**src/rtl/pinmux_pkg.sv**
```systemverilog
package pinmux_pkg;
  typedef enum logic [1:0] {
    REG_SEL  = 2'd0,
    REG_DIR  = 2'd1,
    REG_DATA = 2'd2,
    REG_NONE = 2'd3
  } regSel_e;

  typedef struct packed {
    logic selWr;
    logic dirWr;
    logic dataWr;
  } regStb_t;

  localparam int GROUP_W  = 4;
  localparam int ROLE_MISO = 0;
  localparam int ROLE_MOSI = 1;
  localparam int ROLE_SCK  = 2;
  localparam int ROLE_SS   = 3;
endpackage

```
**src/rtl/pinmux_ctrl.sv**
```systemverilog
module pinmux_ctrl
  import pinmux_pkg::*;
#(
  parameter int NUM_SPI = 2,
  localparam int PINS = NUM_SPI * GROUP_W
) (
  input  logic [1:0]         busAddr,
  input  logic               busWrEn,
  input  logic [PINS-1:0]    selQ,
  input  logic [NUM_SPI-1:0] spiMaster,
  output regStb_t            stb,
  output regSel_e            rdSel,
  output logic [NUM_SPI-1:0] ssValid,
  output logic [NUM_SPI-1:0] cfgError
);
  always_comb begin
    rdSel = regSel_e'(busAddr);
    stb   = '0;
    if (busWrEn) begin
      unique case (rdSel)
        REG_SEL:  stb.selWr  = 1'b1;
        REG_DIR:  stb.dirWr  = 1'b1;
        REG_DATA: stb.dataWr = 1'b1;
        default:  stb        = '0;
      endcase
    end
  end

  for (genvar g = 0; g < NUM_SPI; g++) begin : gGroup
    logic [GROUP_W-1:0] grpSel;
    assign grpSel      = selQ[g*GROUP_W +: GROUP_W];
    assign ssValid[g]  = grpSel[ROLE_SS];
    assign cfgError[g] = !spiMaster[g] && !(&grpSel);
  end
endmodule

```
**src/rtl/pinmux_datapath.sv**
```systemverilog
module pinmux_datapath
  import pinmux_pkg::*;
#(
  parameter int NUM_SPI = 2,
  localparam int PINS = NUM_SPI * GROUP_W
) (
  input  logic               clk,
  input  logic               rstN,
  input  regStb_t            stb,
  input  regSel_e            rdSel,
  input  logic [PINS-1:0]    busWrData,
  output logic [PINS-1:0]    busRdData,
  input  logic [PINS-1:0]    padIn,
  output logic [PINS-1:0]    padOut,
  output logic [PINS-1:0]    padOe,
  input  logic [NUM_SPI-1:0] spiMaster,
  input  logic [NUM_SPI-1:0] spiMisoOut,
  input  logic [NUM_SPI-1:0] spiMosiOut,
  input  logic [NUM_SPI-1:0] spiSckOut,
  output logic [NUM_SPI-1:0] spiMisoIn,
  output logic [NUM_SPI-1:0] spiMosiIn,
  output logic [NUM_SPI-1:0] spiSckIn,
  output logic [NUM_SPI-1:0] spiSsIn,
  output logic [PINS-1:0]    selQ,
  output logic [PINS-1:0]    dirQ
);
  logic [PINS-1:0] dataQ;
  logic [PINS-1:0] dataView;

  always_ff @(posedge clk or negedge rstN) begin
    if (!rstN) begin
      selQ  <= '0;
      dirQ  <= '0;
      dataQ <= '0;
    end else begin
      if (stb.selWr)  selQ  <= busWrData;
      if (stb.dirWr)  dirQ  <= busWrData;
      if (stb.dataWr) dataQ <= busWrData;
    end
  end

  for (genvar g = 0; g < NUM_SPI; g++) begin : gGroup
    localparam int BASE = g * GROUP_W;
    logic [GROUP_W-1:0] spiOe;
    logic [GROUP_W-1:0] spiVal;

    assign spiOe[ROLE_MISO]  = !spiMaster[g];
    assign spiOe[ROLE_MOSI]  = spiMaster[g];
    assign spiOe[ROLE_SCK]   = spiMaster[g];
    assign spiOe[ROLE_SS]    = 1'b0;
    assign spiVal[ROLE_MISO] = spiMisoOut[g];
    assign spiVal[ROLE_MOSI] = spiMosiOut[g];
    assign spiVal[ROLE_SCK]  = spiSckOut[g];
    assign spiVal[ROLE_SS]   = 1'b0;

    for (genvar r = 0; r < GROUP_W; r++) begin : gPin
      localparam int P = BASE + r;
      always_comb begin
        if (selQ[P]) begin
          padOe[P]  = spiOe[r];
          padOut[P] = spiOe[r] & spiVal[r];
        end else begin
          padOe[P]  = dirQ[P];
          padOut[P] = dataQ[P];
        end
        dataView[P] = (!selQ[P] && dirQ[P]) ? dataQ[P] : padIn[P];
      end
    end

    assign spiMisoIn[g] = selQ[BASE+ROLE_MISO] & padIn[BASE+ROLE_MISO];
    assign spiMosiIn[g] = selQ[BASE+ROLE_MOSI] & padIn[BASE+ROLE_MOSI];
    assign spiSckIn[g]  = selQ[BASE+ROLE_SCK]  & padIn[BASE+ROLE_SCK];
    assign spiSsIn[g]   = selQ[BASE+ROLE_SS] ? padIn[BASE+ROLE_SS] : 1'b1;
  end

  always_comb begin
    unique case (rdSel)
      REG_SEL:  busRdData = selQ;
      REG_DIR:  busRdData = dirQ;
      REG_DATA: busRdData = dataView;
      default:  busRdData = '0;
    endcase
  end
endmodule

```
**src/rtl/spi_gpio_pinmux.sv**
```systemverilog
module spi_gpio_pinmux
  import pinmux_pkg::*;
(
  input  logic       clk,
  input  logic       rstN,
  input  logic [1:0] busAddr,
  input  logic       busWrEn,
  input  logic [7:0] busWrData,
  output logic [7:0] busRdData,
  input  logic [7:0] padIn,
  output logic [7:0] padOut,
  output logic [7:0] padOe,
  input  logic [1:0] spiMaster,
  input  logic [1:0] spiMisoOut,
  input  logic [1:0] spiMosiOut,
  input  logic [1:0] spiSckOut,
  output logic [1:0] spiMisoIn,
  output logic [1:0] spiMosiIn,
  output logic [1:0] spiSckIn,
  output logic [1:0] spiSsIn,
  output logic [1:0] ssValid,
  output logic [1:0] cfgError
);
  localparam int NUM_SPI = 2;

  regStb_t    stb;
  regSel_e    rdSel;
  logic [7:0] selQ;
  logic [7:0] dirQ;

  pinmux_ctrl #(.NUM_SPI(NUM_SPI)) ctrl_i (
    .busAddr(busAddr), .busWrEn(busWrEn), .selQ(selQ), .spiMaster(spiMaster),
    .stb(stb), .rdSel(rdSel), .ssValid(ssValid), .cfgError(cfgError)
  );

  pinmux_datapath #(.NUM_SPI(NUM_SPI)) dp_i (
    .clk(clk), .rstN(rstN), .stb(stb), .rdSel(rdSel),
    .busWrData(busWrData), .busRdData(busRdData),
    .padIn(padIn), .padOut(padOut), .padOe(padOe),
    .spiMaster(spiMaster), .spiMisoOut(spiMisoOut), .spiMosiOut(spiMosiOut),
    .spiSckOut(spiSckOut), .spiMisoIn(spiMisoIn), .spiMosiIn(spiMosiIn),
    .spiSckIn(spiSckIn), .spiSsIn(spiSsIn), .selQ(selQ), .dirQ(dirQ)
  );
endmodule

```
**config.mk**
```make
export PLATFORM = sky130hd
export DESIGN_NAME = spi_gpio_pinmux
export DESIGN_NICKNAME = d
export VERILOG_FILES = /design/src/rtl/pinmux_pkg.sv /design/src/rtl/pinmux_ctrl.sv /design/src/rtl/pinmux_datapath.sv /design/src/rtl/spi_gpio_pinmux.sv
export SDC_FILE = /design/constraint.sdc
export NUM_CORES = 1
export LEC_CHECK = 0
export BUFFER_PORTS_ARGS = -buffer_cell sky130_fd_sc_hd__buf_2
export CORE_ASPECT_RATIO = 1.75
export CORE_MARGIN = 2
export CORE_UTILIZATION = 47
export CTS_CLUSTER_DIAMETER = 120
export DETAILED_ROUTE_END_ITERATION = 8
export HOLD_SLACK_MARGIN = 0.02
export PLACE_DENSITY = 0.87
export SLEW_MARGIN = 20
export SYNTH_ARGS = -nofsm -noshare
export SYNTH_HDL_FRONTEND = slang
export SYNTH_SLANG_ARGS = --single-unit
```
**constraint.sdc**
```tcl
create_clock -name clk -period 1.45 [get_ports clk]
set_clock_uncertainty 0.15 [all_clocks]
set_input_delay 0.0725 -clock clk [delete_from_list [all_inputs] [get_ports clk]]
set_output_delay 0.0725 -clock clk [all_outputs]
set_load 0.005 [all_outputs]
```
; ---- After elaboration in Yosys (flattened, before gate mapping)
; Cells that the tools add are included.
[op_classes]
eq_ne = 2
muxes = 31
n_bitwise = 12
n_reduce_logical = 25
[ops]
columns = op, n
row1 = 1-bit two-way mux, 29
row2 = 8-bit case mux with 3 select lines, 1
row3 = 1-bit bitwise AND, 12
row4 = 1-bit logical NOT, 12
row5 = 1-bit logical AND, 10
row6 = 4-bit AND reduction, 2
row7 = 3-bit two-way mux, 1
row8 = "2-bit by 1-bit == test with 1-bit output, second input constant", 1
row9 = "2-bit == test, second input constant", 1
row10 = 2-bit logical NOT, 1
[word_totals]
register_bits = 24
input_bits = 29
output_inout_bits = 36

; ---- Logic depth before layout (Yosys ltp)
[depth]
ltp_word = 4
ltp_mapped = 5
depth_no_buf = 3

; ---- Hierarchy
; A second synthesis with hierarchy kept.
[unflattened]
hier_cells = 133
area_unflattened_um2 = 1485.2
[modules_own_cells]
columns = mod, n_inst, cells_per_inst, area_each_um2
row1 = pinmux_datapath, 1, 124, 1407.6
row2 = pinmux_ctrl, 1, 9, 77.6

; ---- Least setup slack after synthesis
; No wires, ideal clock.
[synth_path]
path_type = input to register
startpoint = input port busAddr[0]
endpoint = register dp_i.selQ[0]
setup_time_ns = 0.125
arrival_time_ns = 0.917
setup_slack_ns = 0.258
path_stages = 5
n_path_buf = 2
path_cell_list = buf_4 -> inv_1 -> and3_1 -> buf_6 -> mux2_4
[synth_via]
elab_chain_cells = 3
[synth_rtl]
columns = element, line_no
row1 = "start, declared", spi_gpio_pinmux.sv:6  ; input logic [1:0] busAddr,
row2 = 2-bit logical NOT, pinmux_ctrl.sv:20  ; unique case (rdSel)
row3 = 1-bit two-way mux, pinmux_ctrl.sv:20
row4 = 3-bit two-way mux, pinmux_ctrl.sv:19  ; if (busWrEn) begin
row5 = "end signal, assigned", pinmux_datapath.sv:36  ; if (stb.selWr) selQ <= busWrData;
row6 = "end, declared", pinmux_datapath.sv:24  ; output logic [PINS-1:0] selQ,
; Every way passes these cells.
; A chain may end at the register's enable or synchronous reset.

; ---- Worst setup path in the final report
[layout_path]
startpoint = register dp_i.selQ[3]
endpoint = output port busRdData[3]
[layout_via]
elab_chain_cells = 4
[layout_rtl]
columns = element, line_no
row1 = 1-bit logical NOT, pinmux_datapath.sv:66  ; dataView[P] = (!selQ[P] && dirQ[P]) ? dataQ[P] : padIn[P];
row2 = 1-bit logical AND, pinmux_datapath.sv:66
row3 = 1-bit two-way mux, pinmux_datapath.sv:66
row4 = 8-bit case mux with 3 select lines (*), pinmux_datapath.sv:77  ; unique case (rdSel)
row5 = "end, declared", spi_gpio_pinmux.sv:9  ; output logic [7:0] busRdData,
; Mark *: on every way between the ends. The rest lies on a longest branch, timed or not.

==> impl_summary.md <==
Timing
The post-route setup TNS is -0.351 ns. For the pin with the worst max-slew slack, the measured transition is 0.549 ns. The final number of max-transition violations was 0. The count of final setup violators is 6.

The timing-limited maximum frequency is 650 MHz. For the finished layout, the period the worst path requires is 1.54 ns. Setup slack on the critical path of the routed design comes to -0.0883 ns. The share of the clock period used by the worst path after layout is 106%. Setup repair after global routing could not meet its margin everywhere. The normalized max-slew margin is 63.4%. The final number of hold-violating endpoints is 0.

Cells and area
In the final layout, the share of cells above drive strength 1 is 62.5%. The number of antenna repair diodes is 0. The count of fill cells added during filler insertion is 218.

The finished layout holds 267 standard cells, fillers aside. From synthesis to final layout, the design area changed by 47.6%. For this run, the post-layout net count is 255.

The area occupied by registers is 609 sq um. Summing all multi-input logic gate instances after layout gives 882 sq um.

Setup path
By startpoint and endpoint, the worst setup path is classified as reg2out. The endpoint of the most critical setup path is busRdData[3]. Setup slack on the worst reg-to-reg path comes out at 0.26 ns. The terminus of the critical flop-to-flop path is dp_i.selQ[3]. In this run the worst path has a maximum fanout of 2. The start of the worst register-to-register path is dp_i.selQ[3].

The launch point of the critical path is dp_i.selQ[3]. The element type at the critical path start is a flip-flop. The kind of end point of the critical path is an output pin. Counting cells, the worst reg-to-reg path comes to 3. STA puts the critical path data required time at 1.23 ns. The arrival time of the worst setup path is 1.32 ns.

Power and ir drop
VDD sags by at most 0.848 mV. The total power of the final layout is 2.33 mW. Summed over all cells, the static leakage comes to 1.07 nW. Dividing total power by cell area gives a power density of 1060 nW/um^2.

Yosys
The area share of fa/ha/maj cells after synthesis is 0%. The mean area per synthesized cell is 11.1 sq um. The synthesized design contains 24 register bits. The synthesized netlist devotes 14.8% of its cell area to simple gates.

The library cell occupying the most area in the post-synthesis netlist is sky130_fd_sc_hd__dfrtp_1. The top cell type by area accounts for 40.4% of the synthesized area. The cell count after synthesis is 134.

The area fraction in compound gates after synthesis is 13.5%. The mux cell area share after synthesis is 26.5%. The count of yosys warnings during synthesis is 0. When the netlist entered floorplanning its net count stood at 163. Yosys attributes the largest share of cell area to sky130_fd_sc_hd__dfrtp_1 (40%), sky130_fd_sc_hd__mux2_2 (14%), sky130_fd_sc_hd__mux2_4 (8.1%), sky130_fd_sc_hd__nor2b_1 (4.2%), sky130_fd_sc_hd__mux2i_1 (4.0%). The share of the synthesized netlist area taken by xor and xnor gates is 0%. The unique cell type count in the Yosys netlist is 28. The share of the Yosys chip area taken by registers is 40.4%. In this run the cell area of the synthesized design comes to 1490 sq um. The dominant combinational cell family by area after synthesis is multiplexers.

Route
The residual antenna-violating net count after detailed routing is 0. The total length of routed wires is 4400 um. In this run, the number of DRC markers left after iteration 0 of detailed routing was 48.

The per-cell routed wire length is 16.5 um. The DRC violation count after routing is 0. The detailed-routing iteration count for the pre-antenna-repair pass is 4.

The via count is 1490. The detailed-route vias per instance is 5.58.

Floorplanning
The starting density of the core is 48.4%. The floorplan step defined a die boundary enclosing 3650 sq um. The floorplan die height is 78.4 um.

Pin placement for this block handled 65 I/O pins. The standard cell core area is 3070 sq um. The die span in x is 46.5 um. The total number of placement rows is 27.

CTS
The number of clock buffers inserted by TritonCTS is 3. The maximum buffer depth of the clock tree is 2. Counting every sink on the clock net gives 24.

CTS built an H-tree with a depth of 1. TritonCTS built the clock tree. At the later pin of the worst-skew pair, clock insertion delay measures 0.27 ns. CTS placed an instance of sky130_fd_sc_hd__clkbuf_8 at the clock tree root. The clock-pin transition on the worst setup and hold timing paths is 0.09 ns.

Global routing
The first-pass GRT wire length is 6450 um. The number of antenna violations at the first check in global routing is 0. The pin count of the biggest net entering global routing is 25.

The via count of the first global-routing pass came to 1465. The total overflow left after global routing is 0. Global routing used 24.0% of the available tracks.

Run status
The run finished, with violations left. The checks that failed: negative setup slack.

Placement
The total of buffers placed on input and output ports is 64. Counting tap cells, the placed design contains a total of 240 instances. The weighted congestion reported at the end of routability-driven placement is 0.727. Timing analysis after detailed placement gives a worst setup slack of 0.137 ns.

After legalization and detailed placement, the total HPWL measured 2730 um.

Hold path
In this run the worst hold path is classified as in2reg.

Flow run
The tool flagged a number of max-cap violations equal to 0.
[power breakdown]
part / switching [mW] / total, mW / internal [mW]
clock: 0.215 / 0.401 / 0.186
combinational: 0.391 / 0.994 / 0.604
sequential: 0.134 / 0.937 / 0.803
[kinds of logic (layout without fill, tap and decap cells)]
family / count (synthesis) / after routing
AND/OR/NAND/NOR: 36 / 36
multiplexers: 33 / 33
AO/OA/AOI/OAI: 29 / 29
flip-flops: 24 / 24
buffers and inverters: 12 / 102
[state kept, by name, indices dropped and copies added, names as in the netlist]
| signal | count |
|---|---|
| dp_i.selQ | 8 |
| dp_i.dataQ | 8 |
| dp_i.dirQ | 8 |
[worst max-delay path: stages, from the launching register on]
cell	delay, ns
sky130_fd_sc_hd__dfrtp_2	0.43
sky130_fd_sc_hd__nor2b_1	0.15
sky130_fd_sc_hd__mux2i_1	0.10
sky130_fd_sc_hd__o221ai_1	0.22
sky130_fd_sc_hd__buf_2	0.15
[timing repair]
action | 4_1_cts | 5_1_grt
hold buffers | 9 | 0
resized for setup | 16 | 15
pin swaps | 5 | 5
buffers inserted | 13 | 2
setup endpoints to repair | 8 | 12
hold endpoints to repair | 48 | 0
cloned | 0 | 0
[cells in the final DEF (no fill, tap or decap), types with 2 or more instances in the layout]
cell                            count
sky130_fd_sc_hd__a21oi_1            3
sky130_fd_sc_hd__a31o_2             5
sky130_fd_sc_hd__and2_1             6
sky130_fd_sc_hd__buf_2             63
sky130_fd_sc_hd__buf_4             15
sky130_fd_sc_hd__buf_6              6
sky130_fd_sc_hd__clkbuf_8           3
sky130_fd_sc_hd__dfrtp_1           17
sky130_fd_sc_hd__dfrtp_2            7
sky130_fd_sc_hd__dlygate4sd3_1      9
sky130_fd_sc_hd__inv_1              5
sky130_fd_sc_hd__mux2_2            18
sky130_fd_sc_hd__mux2_4             9
sky130_fd_sc_hd__mux2i_1            6
sky130_fd_sc_hd__nand2_1            8
sky130_fd_sc_hd__nand2b_1           2
sky130_fd_sc_hd__nor2_1             3
sky130_fd_sc_hd__nor2b_1            4
sky130_fd_sc_hd__nor2b_2            2
sky130_fd_sc_hd__nor2b_4            4
sky130_fd_sc_hd__o21ai_0            8
sky130_fd_sc_hd__o21ai_1            2
sky130_fd_sc_hd__o221ai_1           5
[worst min path at each step]
| stage | from | endpoint | slack, ns | cells past startpoint |
|---|---|---|---|---|
| floorplan | rstN | dp_i.dataQ[0] | -0.37 | 0 |
| global placement | rstN | dp_i.dataQ[2] | -0.07 | 1 |
| detailed placement | rstN | dp_i.selQ[2] | -0.06 | 1 |
| CTS | busWrEn | dp_i.dirQ[2] | 0.09 | 3 |
| global route | busWrEn | dp_i.dirQ[3] | 0.09 | 3 |
| finish | busWrEn | dp_i.dirQ[3] | 0.09 | 3 |
[per-layer routing]
| layer | global-route usage (%) | wire length (um) |
|---|---|---|
| met5 | 0 | 0 |
| met4 | 12.0 | 183 |
| met3 | 3.91 | 279 |
| met2 | 42.1 | 2380 |
| met1 | 26.0 | 1550 |
[cell type report]
class	count	area share [%]
multi-input cells	98	40.2
flip-flops and latches	24	27.8
repair buffers	93	26.7
well taps	43	2.45
clock buffers	3	1.88
inverters	6	1.03
[stage by stage]
step	area [sq um]	hold WS [ns]	util, %
6_report	2190	0.0932	71.4
5_1_grt	2190	0.0879	71.4
4_1_cts	2110	0.0934	68.7
3_5_place_dp	1850	-0.0649	60.2
3_3_place_gp	1850	-0.0726	60.2
2_1_floorplan	1490	-0.373	-
[synthesized netlist by cell type]
cell / instances
sky130_fd_sc_hd__nand3_2: 1
sky130_fd_sc_hd__a32oi_1: 1
sky130_fd_sc_hd__nand2_8: 1
sky130_fd_sc_hd__dfrtp_1: 24
sky130_fd_sc_hd__nand2b_1: 2
sky130_fd_sc_hd__o221ai_1: 6
sky130_fd_sc_hd__buf_4: 3
sky130_fd_sc_hd__and3_1: 1
sky130_fd_sc_hd__nor2b_1: 10
sky130_fd_sc_hd__nand2_1: 8
sky130_fd_sc_hd__a31o_2: 5
sky130_fd_sc_hd__inv_1: 5
sky130_fd_sc_hd__inv_2: 1
sky130_fd_sc_hd__nor2_1: 3
sky130_fd_sc_hd__o21ai_0: 10
sky130_fd_sc_hd__a41oi_1: 2
sky130_fd_sc_hd__clkbuf_1: 1
sky130_fd_sc_hd__and2b_1: 1
sky130_fd_sc_hd__a21oi_1: 4
sky130_fd_sc_hd__mux2i_1: 6
sky130_fd_sc_hd__o31ai_1: 1
sky130_fd_sc_hd__nand3_1: 1
sky130_fd_sc_hd__nor4bb_1: 1
sky130_fd_sc_hd__mux2_2: 19
sky130_fd_sc_hd__or2b_1: 1
sky130_fd_sc_hd__mux2_4: 8
sky130_fd_sc_hd__and2_1: 6
sky130_fd_sc_hd__buf_6: 2
(Power assumes the default switching activity.)
